==> config.mk <==
export PLATFORM = sky130hd
export DESIGN_NAME = pirq_irq_router
export DESIGN_NICKNAME = d
export VERILOG_FILES = /design/src/rtl/pirq_router_pkg.sv /design/src/rtl/pirq_cfg_regs.sv /design/src/rtl/pirq_pic_merge.sv /design/src/rtl/pirq_apic_merge.sv /design/src/rtl/pirq_irq_router.sv
export SDC_FILE = /design/constraint.sdc
export NUM_CORES = 1
export LEC_CHECK = 0
export BUFFER_PORTS_ARGS = -buffer_cell sky130_fd_sc_hd__buf_2
export CORE_UTILIZATION = 35
export CTS_CLUSTER_SIZE = 28
export DETAILED_ROUTE_END_ITERATION = 7
export MAX_ROUTING_LAYER = met4
export PLACE_DENSITY = 0.52
export RECOVER_POWER = 50
export SYNTH_ARGS = -nofsm -noshare
export SYNTH_HDL_FRONTEND = slang
export SYNTH_HIERARCHICAL = 1
export SYNTH_SLANG_ARGS = --single-unit
==> constraint.sdc <==
create_clock -name clk -period 2.3 [get_ports clk]
set_input_delay 0.115 -clock clk [delete_from_list [all_inputs] [get_ports clk]]
set_output_delay 0.115 -clock clk [all_outputs]
set_load 0.05 [all_outputs]
==> src/rtl/pirq_router_pkg.sv <==
package pirq_router_pkg;
  localparam int ROUTE_W     = 8;
  localparam int LINE_W      = 4;
  localparam int OFF_BIT     = 7;
  localparam int SEL_W       = 3;
  localparam int TGT_W       = 5;
  localparam logic [ROUTE_W-1:0] ROUTE_RST = 8'h80;
  localparam logic [SEL_W-1:0]   SEL_RST   = 3'd0;

  typedef struct packed {
    logic             hit;
    logic [TGT_W-1:0] num;
  } sci_tgt_t;

  // Maps the SCI select code to its interrupt number; reserved codes miss.
  function automatic sci_tgt_t sci_decode(input logic [SEL_W-1:0] sel);
    sci_tgt_t t;
    t.hit = 1'b1;
    case (sel)
      3'd0:    t.num = 5'd9;
      3'd1:    t.num = 5'd10;
      3'd2:    t.num = 5'd11;
      3'd4:    t.num = 5'd20;
      3'd5:    t.num = 5'd21;
      default: begin t.hit = 1'b0; t.num = '0; end
    endcase
    return t;
  endfunction

  // True when an enabled route byte names the given PIC line.
  function automatic logic route_hits(input logic [ROUTE_W-1:0] rb,
                                      input logic [LINE_W-1:0] line);
    return !rb[OFF_BIT] && (rb[LINE_W-1:0] == line);
  endfunction
endpackage

==> src/rtl/pirq_cfg_regs.sv <==
module pirq_cfg_regs
  import pirq_router_pkg::*;
#(
  parameter int NUM_PIRQ = 8,
  parameter int ADDR_W   = 4
) (
  input  logic                             clk,
  input  logic                             rst_n,
  input  logic                             cfg_we,
  input  logic [ADDR_W-1:0]                cfg_addr,
  input  logic [ROUTE_W-1:0]               cfg_wdata,
  output logic [NUM_PIRQ-1:0][ROUTE_W-1:0] route_q,
  output logic [SEL_W-1:0]                 sel_q
);
  localparam logic [ADDR_W-1:0] SEL_ADDR = ADDR_W'(NUM_PIRQ);

  for (genvar g = 0; g < NUM_PIRQ; g++) begin : g_route
    logic wr_hit;
    assign wr_hit = cfg_we && (cfg_addr == ADDR_W'(g));
    always_ff @(posedge clk) begin
      if (!rst_n)      route_q[g] <= ROUTE_RST;
      else if (wr_hit) route_q[g] <= cfg_wdata;
    end
  end

  logic sel_wr;
  assign sel_wr = cfg_we && (cfg_addr == SEL_ADDR);

  always_ff @(posedge clk) begin
    if (!rst_n)      sel_q <= SEL_RST;
    else if (sel_wr) sel_q <= cfg_wdata[SEL_W-1:0];
  end
endmodule

==> src/rtl/pirq_pic_merge.sv <==
module pirq_pic_merge
  import pirq_router_pkg::*;
#(
  parameter int NUM_PIRQ = 8,
  parameter int NUM_PIC  = 16
) (
  input  logic [NUM_PIRQ-1:0][ROUTE_W-1:0] route_q,
  input  logic [NUM_PIRQ-1:0]              pirq_q,
  input  logic                             sci_q,
  input  sci_tgt_t                         sci_tgt,
  output logic [NUM_PIC-1:0]               pic_o
);
  for (genvar k = 0; k < NUM_PIC; k++) begin : g_line
    logic from_pirq;
    logic from_sci;
    always_comb begin
      from_pirq = 1'b0;
      for (int n = 0; n < NUM_PIRQ; n++) begin
        from_pirq = from_pirq | (pirq_q[n] & route_hits(route_q[n], LINE_W'(k)));
      end
    end
    assign from_sci = sci_q && sci_tgt.hit && (sci_tgt.num == TGT_W'(k));
    assign pic_o[k] = from_pirq | from_sci;
  end
endmodule

==> src/rtl/pirq_apic_merge.sv <==
module pirq_apic_merge
  import pirq_router_pkg::*;
#(
  parameter int NUM_PIRQ = 8,
  parameter int NUM_PIC  = 16,
  parameter int NUM_GSI  = 24
) (
  input  logic [NUM_PIRQ-1:0] pirq_q,
  input  logic                sci_q,
  input  sci_tgt_t            sci_tgt,
  output logic [NUM_GSI-1:0]  gsi_o
);
  for (genvar g = 0; g < NUM_GSI; g++) begin : g_gsi
    logic from_sci;
    assign from_sci = sci_q && sci_tgt.hit && (sci_tgt.num == TGT_W'(g));
    if (g >= NUM_PIC && g < NUM_PIC + NUM_PIRQ) begin : g_dedicated
      assign gsi_o[g] = pirq_q[g-NUM_PIC] | from_sci;
    end else begin : g_sci_only
      assign gsi_o[g] = from_sci;
    end
  end
endmodule

==> src/rtl/pirq_irq_router.sv <==
module pirq_irq_router
  import pirq_router_pkg::*;
#(
  parameter int NUM_PIRQ = 8,
  parameter int NUM_PIC  = 16,
  parameter int NUM_GSI  = 24,
  parameter int ADDR_W   = 4
) (
  input  logic                clk,
  input  logic                rst_n,
  input  logic                cfg_we,
  input  logic [ADDR_W-1:0]   cfg_addr,
  input  logic [ROUTE_W-1:0]  cfg_wdata,
  input  logic [NUM_PIRQ-1:0] pirq_in,
  input  logic                sci_in,
  output logic [NUM_PIC-1:0]  pic_irq_o,
  output logic [NUM_GSI-1:0]  gsi_o
);
  logic [NUM_PIRQ-1:0][ROUTE_W-1:0] route_q;
  logic [SEL_W-1:0]                 sel_q;
  logic [NUM_PIRQ-1:0]              pirq_q;
  logic                             sci_q;
  sci_tgt_t                         sci_tgt;

  // Stored input levels; an unchanged SCI level rewrites the same value.
  always_ff @(posedge clk) begin
    if (!rst_n) begin
      pirq_q <= '0;
      sci_q  <= 1'b0;
    end else begin
      pirq_q <= pirq_in;
      sci_q  <= sci_in;
    end
  end

  pirq_cfg_regs #(.NUM_PIRQ(NUM_PIRQ), .ADDR_W(ADDR_W)) u_cfg (
    .clk(clk), .rst_n(rst_n), .cfg_we(cfg_we), .cfg_addr(cfg_addr),
    .cfg_wdata(cfg_wdata), .route_q(route_q), .sel_q(sel_q)
  );

  assign sci_tgt = sci_decode(sel_q);

  pirq_pic_merge #(.NUM_PIRQ(NUM_PIRQ), .NUM_PIC(NUM_PIC)) u_pic (
    .route_q(route_q), .pirq_q(pirq_q), .sci_q(sci_q),
    .sci_tgt(sci_tgt), .pic_o(pic_irq_o)
  );

  pirq_apic_merge #(.NUM_PIRQ(NUM_PIRQ), .NUM_PIC(NUM_PIC), .NUM_GSI(NUM_GSI)) u_apic (
    .pirq_q(pirq_q), .sci_q(sci_q), .sci_tgt(sci_tgt), .gsi_o(gsi_o)
  );
endmodule

# After elaboration in Yosys (flattened, before gate mapping)
# Index checks and enable logic that the tools add are counted.
dict set report classes {
  n_mux 2
  n_bitwise 264
  reduce_logical 182
  eq_ne 155
}
# cell n
set ops {}
lappend ops {{$eq A4 B4 Y1 const B} 65}
lappend ops {{$logic_and A1 B1 Y1} 162}
lappend ops {{$eq A4 B3 Y1 const B} 36}
lappend ops {{$or A1 B1 Y1} 136}
lappend ops {{$and A1 B1 Y1} 128}
lappend ops {{$eq A4 B2 Y1 const B} 18}
lappend ops {{$eq A5 B4 Y1 const B} 8}
lappend ops {{$eq A5 B5 Y1 const B} 8}
lappend ops {{$eq A4 B1 Y1 const B} 9}
lappend ops {{$logic_not A4 Y1} 9}
lappend ops {{$pmux W5 S5} 1}
lappend ops {{$eq A5 B3 Y1 const B} 4}
lappend ops {{$eq A5 B2 Y1 const B} 2}
lappend ops {{$logic_not A1 Y1} 8}
lappend ops {{$eq A3 B3 Y1 const B} 2}
lappend ops {{$eq A5 B1 Y1 const B} 1}
lappend ops {{$logic_not A5 Y1} 1}
lappend ops {{$reduce_or A5 Y1} 1}
lappend ops {{$eq A3 B1 Y1 const B} 1}
lappend ops {{$eq A3 B2 Y1 const B} 1}
lappend ops {{$logic_not A3 Y1} 1}
lappend ops {{$mux W1} 1}
dict set report totals {
  wordCells 614
  input_bits 24
  reg_bits 76
}

# Longest topological paths before layout
# Gate-level depths: netlist of the first run.
dict set report depth {
  depth_word 11
  depth_mapped 6
  mapped_depth_nobuf 6
}

# Modules after synthesis
# The synthesis of the first run kept the hierarchy.
# module seq_area_each_um2 area_each_um2 n_inst cells_each
set modules_own_cells {}
lappend modules_own_cells {pirq_cfg_regs 1341.3 2506.2 1 239}
lappend modules_own_cells {pirq_pic_merge 0.0 1282.5 1 201}
lappend modules_own_cells {pirq_apic_merge 0.0 419.2 1 57}
lappend modules_own_cells {pirq_irq_router 180.2 279.0 1 25}

# Worst setup path before layout of the first run
# OpenSTA, ideal clock, no wires.
dict set report synth_path {
  kind {flip-flop to output port}
  from {register u_cfg.sel_q[2]}
  to {output port pic_irq_o[13]}
  stages_incl_launch_ff 7
  arrival_ns 1.958
  setup_slack_ns 0.227
  cell_sequence {dfxtp_1 > nor2b_2 > a21o_1 > inv_1 > nor4_2 > nand3_1 > nand3_1}
}
# item line_no
set synth_lines {}
lappend synth_lines {{start: declaration} pirq_cfg_regs.sv:13} ;# output logic [SEL_W-1:0] sel_q
lappend synth_lines {{start signal: assignment} pirq_cfg_regs.sv:31} ;# else if (sel_wr) sel_q <= cfg_wdata[SEL_W-1:0];
lappend synth_lines {{end: declaration} pirq_irq_router.sv:16} ;# output logic [NUM_PIC-1:0] pic_irq_o,

# Worst setup path after layout of the first run
dict set report layout_path {
  from {register pirq_q[2]}
  to {output port pic_irq_o[1]}
}
dict set report layout_between {
  elab_chain_len 8
}
# item line_no
set layout_lines {}
lappend layout_lines {{start: declaration} pirq_irq_router.sv:21} ;# logic [NUM_PIRQ-1:0] pirq_q;
lappend layout_lines {{start signal: assignment} pirq_irq_router.sv:31} ;# pirq_q <= pirq_in;
lappend layout_lines {{$and A1 B1 Y1} pirq_pic_merge.sv:19} ;# from_pirq = from_pirq | (pirq_q[n] & route_hits(route_q[n], LINE_W'(k)));
lappend layout_lines {{$or A1 B1 Y1 (6 in series)} pirq_pic_merge.sv:19}
lappend layout_lines {{$or A1 B1 Y1} pirq_pic_merge.sv:23} ;# assign pic_o[k] = from_pirq | from_sci;
# No other way between the ends.

==> results of run 1 <==
repair_timing:
action,CTS,global route
hold buffers,4,0
pin swaps,0,3
setup endpoints to repair,7,16
endpoints found under the hold margin,4,0
gates resized for setup,3,14
routing by layer:
layer	track usage (%)	wire (um)
met5	-	0
met4	12.6	543
met3	3.01	827
met2	35.1	5520
met1	31.5	5840
per-stage QoR:
step	power [W]	cells	setup WS [ns]	hold WS (ns)	cell area, um^2
final	0.00168	628	0.105	0.00786	4150
after global routing	0.00175	628	0.00346	0.00779	4150
after CTS	0.00170	628	0.00528	0.000901	4110
after detailed placement	0.00116	616	0.300	0.326	3970
after global placement	0.00115	616	0.365	0.320	3970
after floorplan	0.00110	447	0.227	0.237	3660
worst max-delay path: stages, from the launching register on:
cell,delay (ns)
sky130_fd_sc_hd__dfxtp_1,0.49
sky130_fd_sc_hd__or4b_4,0.54
sky130_fd_sc_hd__o22ai_1,0.35
sky130_fd_sc_hd__nor2_1,0.09
sky130_fd_sc_hd__nand2_1,0.09
sky130_fd_sc_hd__buf_4,0.20
flip-flops by register name (all words and copies together) (netlist names):
name,cells
pirq_q,8
u_cfg/sel_q,3
u_cfg/route_q,40
sci_q,1
cells in the final DEF, fill, tap and decap left out, types with 6 or more instances in the layout:
master / n
sky130_fd_sc_hd__nor2_1: 19
sky130_fd_sc_hd__mux2i_1: 41
sky130_fd_sc_hd__nand4bb_1: 16
sky130_fd_sc_hd__buf_2: 53
sky130_fd_sc_hd__nand4b_1: 10
sky130_fd_sc_hd__o22ai_1: 48
sky130_fd_sc_hd__nor2b_1: 14
sky130_fd_sc_hd__or4b_4: 8
sky130_fd_sc_hd__dfxtp_1: 49
sky130_fd_sc_hd__nor3_1: 41
sky130_fd_sc_hd__buf_4: 8
sky130_fd_sc_hd__nand3_1: 11
sky130_fd_sc_hd__a31o_2: 6
sky130_fd_sc_hd__nor4_1: 13
sky130_fd_sc_hd__a211oi_1: 8
sky130_fd_sc_hd__nand2b_1: 21
sky130_fd_sc_hd__and2_1: 6
sky130_fd_sc_hd__nand2_1: 62
final cells by class:
| class | count | area [um^2] | area share (%) |
|---|---|---|---|
| clock buffers | 5 | 68.8 | 1.66 |
| clock inverters | 3 | 22.5 | 0.543 |
| inverters | 2 | 7.51 | 0.181 |
| multi-input cells | 359 | 2410 | 58.0 |
| flip-flops and latches | 52 | 1040 | 25.2 |
| well taps | 133 | 166 | 4.01 |
| repair buffers | 74 | 433 | 10.4 |
worst paths after layout:
kind	from	to	slack, ns	depth (start not counted)
hold reg to reg	u_cfg/sel_q[0]	u_cfg/sel_q[0]	0.51	2
setup reg to reg	u_cfg/route_q[57]	u_cfg/route_q[57]	1.40	2
hold / removal	pirq_in[6]	pirq_q[6]	0.008	2
setup / recovery	pirq_q[2]	pic_irq_o[1]	0.10	5
power by group through the flow:
stage | Sequential (W) | Clock, W | Combinational, W
after floorplan | 0.000957 | 0 | 0.000140
after global placement | 0.000968 | 0 | 0.000187
after detailed placement | 0.000968 | 0 | 0.000189
after CTS | 0.000948 | 0.000554 | 0.000196
after global routing | 0.000952 | 0.000590 | 0.000211
final | 0.000948 | 0.000538 | 0.000198
==> impl_metrics.ini, run 1 <==
[run_status]
run_status = finished, violations left
violations = capacitance limit, slew limit

[yosys]
synthesis.area_um2 = 3660
synthCells = 447
syn_avg_cell_area_um2 = 8.20
synthesis.nets = 471
yosys_warnings = 6

[sta]
rsz0062_at_grt = false
final-hold-violation-count = 0
slew_violations = 50
finClkSkew_ns = 0
clock.fmax_mhz = 456
layout_min_cycle_time_ns = 2.20
slew-limit-headroom_pct = -26.2
setup_total_negative_slack_ns = 0
finalSetupViolCount = 0
worst_tran_pin_value_ns = 1.89
finalCritPeriodShare_pct = 95.4

[worst_hold_path]
hold_path.class = in2reg

[worst_setup_path]
setup.worst_path.class = reg2out
critical_path_required_time_ns = 2.18
crit_arrival_ns = 2.08
endpoint_kind = primary output
crit_path_start_kind = flip-flop
critical_path_peak_fanout = 5

[route]
drt-wirelength-per-cell_um = 20.3
dr.pass1.iters = 7
ant_nets = 0
post-route-drc-count = 0
detailedRoute.firstIterationViolations = 344
vias_per_cell = 5.96
total_wire_length_after_detailed_routing_mm = 12.7
overall_via_count_from_detail_route = 3745

[cts]
tritoncts.num_buffers = 5
cts.sink_count = 52
cts-root-buf = sky130_fd_sc_hd__clkbuf_8
ctsHtreeMaxLevel = 2
clkLatencyLatePin_ns = 0.30
cts_tree = built
worst_setup_hold_path_clk_slew_ns = 0.11
post_cts_buffers = 0
clock_path_buffers = 2

[power_and_ir_drop]
static-leakage-power_nw = 1.64
power.density_cell_area_nw_per_um2 = 406
pwr-share-clk_pct = 32.0
pwr-share-seq_pct = 56.3
worst_case_vdd_ir_drop_mv = 0.265
combPwrFrac_pct = 11.7
power.share.switching_pct = 28.3
net_switching_w = 0.000476
internal_power_w = 0.00121

[floorplan]
initial_core_util_pct = 36.8
design.die.area_um2 = 10900
die_w_um = 104
io_pins = 64
fp.dieH_um = 104
row_count = 36
core_um2 = 9950

[run]
max_cap_violations = 1

[placement]
buffers_on_ports = 60
detailedPlacementHpwl_mm = 9.80
globalplace.congestion = 0.943

[cells_and_area]
final_core_utilization_pct = 41.7
flow.area_growth_from_synthesis_pct = 13.2
post_route_cells_drive_above_1_share_pct = 22.0
antenna_cells_inserted = 0
num-fill-cells = 1063
final_net_count = 518

[grt]
grt_use_total_pct = 23.8
vias_in_the_first_global_route = 3608
grt_pass1_wl_mm = 19.5
grt_start_max_net_pins = 50
antenna_found_initial = 0
global_route.overflow_total = 0
No activity file was read; power rests on OpenSTA's default activity.
==> run 2, diff against run 1 <==
Settings changed: CORE_UTILIZATION 35 to 30, PLACE_DENSITY 0.52 to 0.47, SYNTH_HIERARCHICAL 1 to not set.
==> run 2 against run 1 <==
  * The run still ends with capacitance limit, slew limit left
  * Clock skew is the same
  * Worst setup slack worse by 0.029 ns
  * Global-route usage is 5.0 points lower
  * Critical path depth unchanged
  * Critical path type unchanged
  * Largest power group unchanged
  * Highest routed layer unchanged
==> impl_metrics.ini, run 2 <==
[yosys]
synth_seq_area_share_pct = 30.6
synth_edf_count = 0
ys.flop_type = sky130_fd_sc_hd__dfxtp_1
cell_type_with_the_highest_aggregate_area_in_the_netlist = sky130_fd_sc_hd__dfxtp_1
synth.cells.most_frequent = sky130_fd_sc_hd__dfxtp_1, sky130_fd_sc_hd__mux2i_1, sky130_fd_sc_hd__nand2_1
synth_async_sr_flop_share_pct = 0
yosys_warnings = 0
synthesis.area_um2 = 3400
synth_top_area_share_pct = 30.6
yosysUniqueCellTypes = 43
synthCells = 398
syn_avg_cell_area_um2 = 8.54
postSynthRegisterBits = 52
synthMostInstantiatedCell = sky130_fd_sc_hd__dfxtp_1
post_synth_main_area_contributors = sky130_fd_sc_hd__dfxtp_1, sky130_fd_sc_hd__mux2i_1, sky130_fd_sc_hd__buf_4, sky130_fd_sc_hd__nor2b_1, sky130_fd_sc_hd__o22ai_1

[route]
drt-met1-wl_mm = 5.06
wl_met3_um = 694
drt-wirelength-per-cell_um = 18.7
top_layer_used = met4
vias_per_cell = 5.57
overall_via_count_from_detail_route = 3118
dr.pass1.iters = 4
post-route-drc-count = 0
ant_nets = 0
total_wire_length_after_detailed_routing_mm = 10.5
detailed_route_wirelength_on_metal2_mm = 4.46
detailedRoute.firstIterationViolations = 166

[sta]
clock.fmax_mhz = 450
slew_violations = 53
final-hold-violation-count = 0
finalSetupViolCount = 0
worst_tran_pin_value_ns = 1.82
layout_min_cycle_time_ns = 2.22
finalCritPeriodShare_pct = 96.7
finClkSkew_ns = 0
setup_total_negative_slack_ns = 0
slew-limit-headroom_pct = -21.1
rsz0062_at_grt = false

[cts]
cts_hold_buffers = 0
worst_setup_hold_path_clk_slew_ns = 0.07
tritoncts.num_buffers = 5
cts-root-buf = sky130_fd_sc_hd__clkbuf_16
cts.sink_count = 52
cts_tree = built
clkLatencyLatePin_ns = 0.29
ctsHtreeMaxLevel = 2
clock_path_buffers = 2

[cells_and_area]
final_net_count = 443
flow.area_growth_from_synthesis_pct = 10.4
largest_registers = u_cfg.route_q: 40 flops, pirq_q: 8 flops, u_cfg.sel_q: 3 flops
final_cell_count_no_fill = 560
number_of_flip_flops_under_the_largest_register_name = 40
antenna_cells_inserted = 0
commonest_non_fill_non_tap_cell_in_the_layout = sky130_fd_sc_hd__dfxtp_1
layout_common_cells = sky130_fd_sc_hd__dfxtp_1, sky130_fd_sc_hd__buf_2, sky130_fd_sc_hd__mux2i_1
post_route_cells_drive_above_1_share_pct = 14.8
fin_area_um2 = 3750
regMostFlops = u_cfg.route_q

[power_and_ir_drop]
internal_power_w = 0.00149
worst_case_vdd_ir_drop_mv = 0.399
combPwrFrac_pct = 10.8
pwr-share-clk_pct = 42.1
power.share.switching_pct = 25.5
static-leakage-power_nw = 1.39
net_switching_w = 0.000512
pwr-share-seq_pct = 47.1
power.density_cell_area_nw_per_um2 = 534

[placement]
postPlaceCellArea_um2 = 3570
buffers_on_ports = 47
globalplace.congestion = 0.931
placed_cells_incl_taps = 551
detailedPlacementHpwl_mm = 7.92

[worst_hold_path]
hold_path.class = in2reg
hold-path-cell-count = 2

[run]
max_cap_violations = 1

[worst_setup_path]
crit_path_start_kind = flip-flop
crit_arrival_ns = 2.11
critical_path_peak_fanout = 9
worst-r2r-setup-slack_ns = 1.46
critical_path_required_time_ns = 2.18
endpoint_kind = primary output
worst_r2r_path_depth = 2
setup.worst_path.class = reg2out

[grt]
grt_use_total_pct = 18.8
grt_pass1_wl_mm = 16.0
global_route.overflow_total = 0
grt_start_max_net_pins = 53
vias_in_the_first_global_route = 2832
antenna_found_initial = 0

[floorplan]
core_um2 = 10900
io_pins = 64
fp.dieH_um = 108
row_count = 38
initial_core_util_pct = 31.1
design.die.area_um2 = 11800
die_w_um = 108

[run_status]
run_status = finished, violations left
violations = capacitance limit, slew limit
run 2: metrics by stage:
stage / hold slack (ns) / total power (W) / utilization (%) / worst slack (ns)
after global routing: 0.0192 / 0.00209 / 34.3 / 0.00595
final: 0.0225 / 0.00200 / 34.3 / 0.0756
after detailed placement: 0.324 / 0.00118 / 32.7 / 0.272
after CTS: 0.0174 / 0.00203 / 34.3 / 0.00531
after floorplan: 0.242 / 0.00115 / - / 0.467
after global placement: 0.319 / 0.00118 / 32.7 / 0.290
run 2: routing by layer:
layer	vias to the layer above	global-route usage, %
met5	-	-
met4	0	7.34
met3	18	3.01
met2	133	26.9
met1	1472	26.1
li1	1495	-
run 2: critical path, stage by stage (launching register included):
cell and delay [ns]:
sky130_fd_sc_hd__dfxtp_1 0.53, sky130_fd_sc_hd__nand2b_1 0.22, sky130_fd_sc_hd__or4_1 0.12, sky130_fd_sc_hd__o221ai_1 0.16, sky130_fd_sc_hd__or4_1 0.55, sky130_fd_sc_hd__buf_2 0.23
run 2: power by group through the flow:
stage / clock network, W / registers (W) / logic (W)
after floorplan: 0 / 0.000955 / 0.000193
after global placement: 0 / 0.000963 / 0.000216
after detailed placement: 0 / 0.000965 / 0.000216
after CTS: 0.000868 / 0.000944 / 0.000217
after global routing: 0.000909 / 0.000948 / 0.000230
final: 0.000844 / 0.000945 / 0.000216
run 2: layout make-up:
class / count / area, um^2
multi-input cells: 311 / 2120
repair buffers: 49 / 251
well taps: 140 / 175
flip-flops and latches: 52 / 1040
fillers: 1174 / 7180
clock buffers: 6 / 129
clock inverters: 2 / 35.0
run 2: final timing paths:
check / startpoint / end
worst max-delay path: u_cfg.route_q[49] / pic_irq_o[4]
worst min-delay path: pirq_in[3] / pirq_q[3]
worst max register to register: u_cfg.route_q[49] / u_cfg.route_q[49]
worst min register to register: u_cfg.route_q[7] / u_cfg.route_q[7]
run 2: cell families (layout without fill, tap and decap cells):
group           Yosys count  count (layout)  synth area share, %
mux                      33              33                 9.72
buf+inv                  47              57                 8.58
compound gates           68              68                 14.3
flops                    52              52                 30.6
other cells               1              13                0.110
simple gates            197             197                 36.7
run 2: repair_timing:
action                     4_1_cts  5_1_grt
buffers inserted                 1        0
gates resized for setup          2        5
setup endpoints to repair        1        3
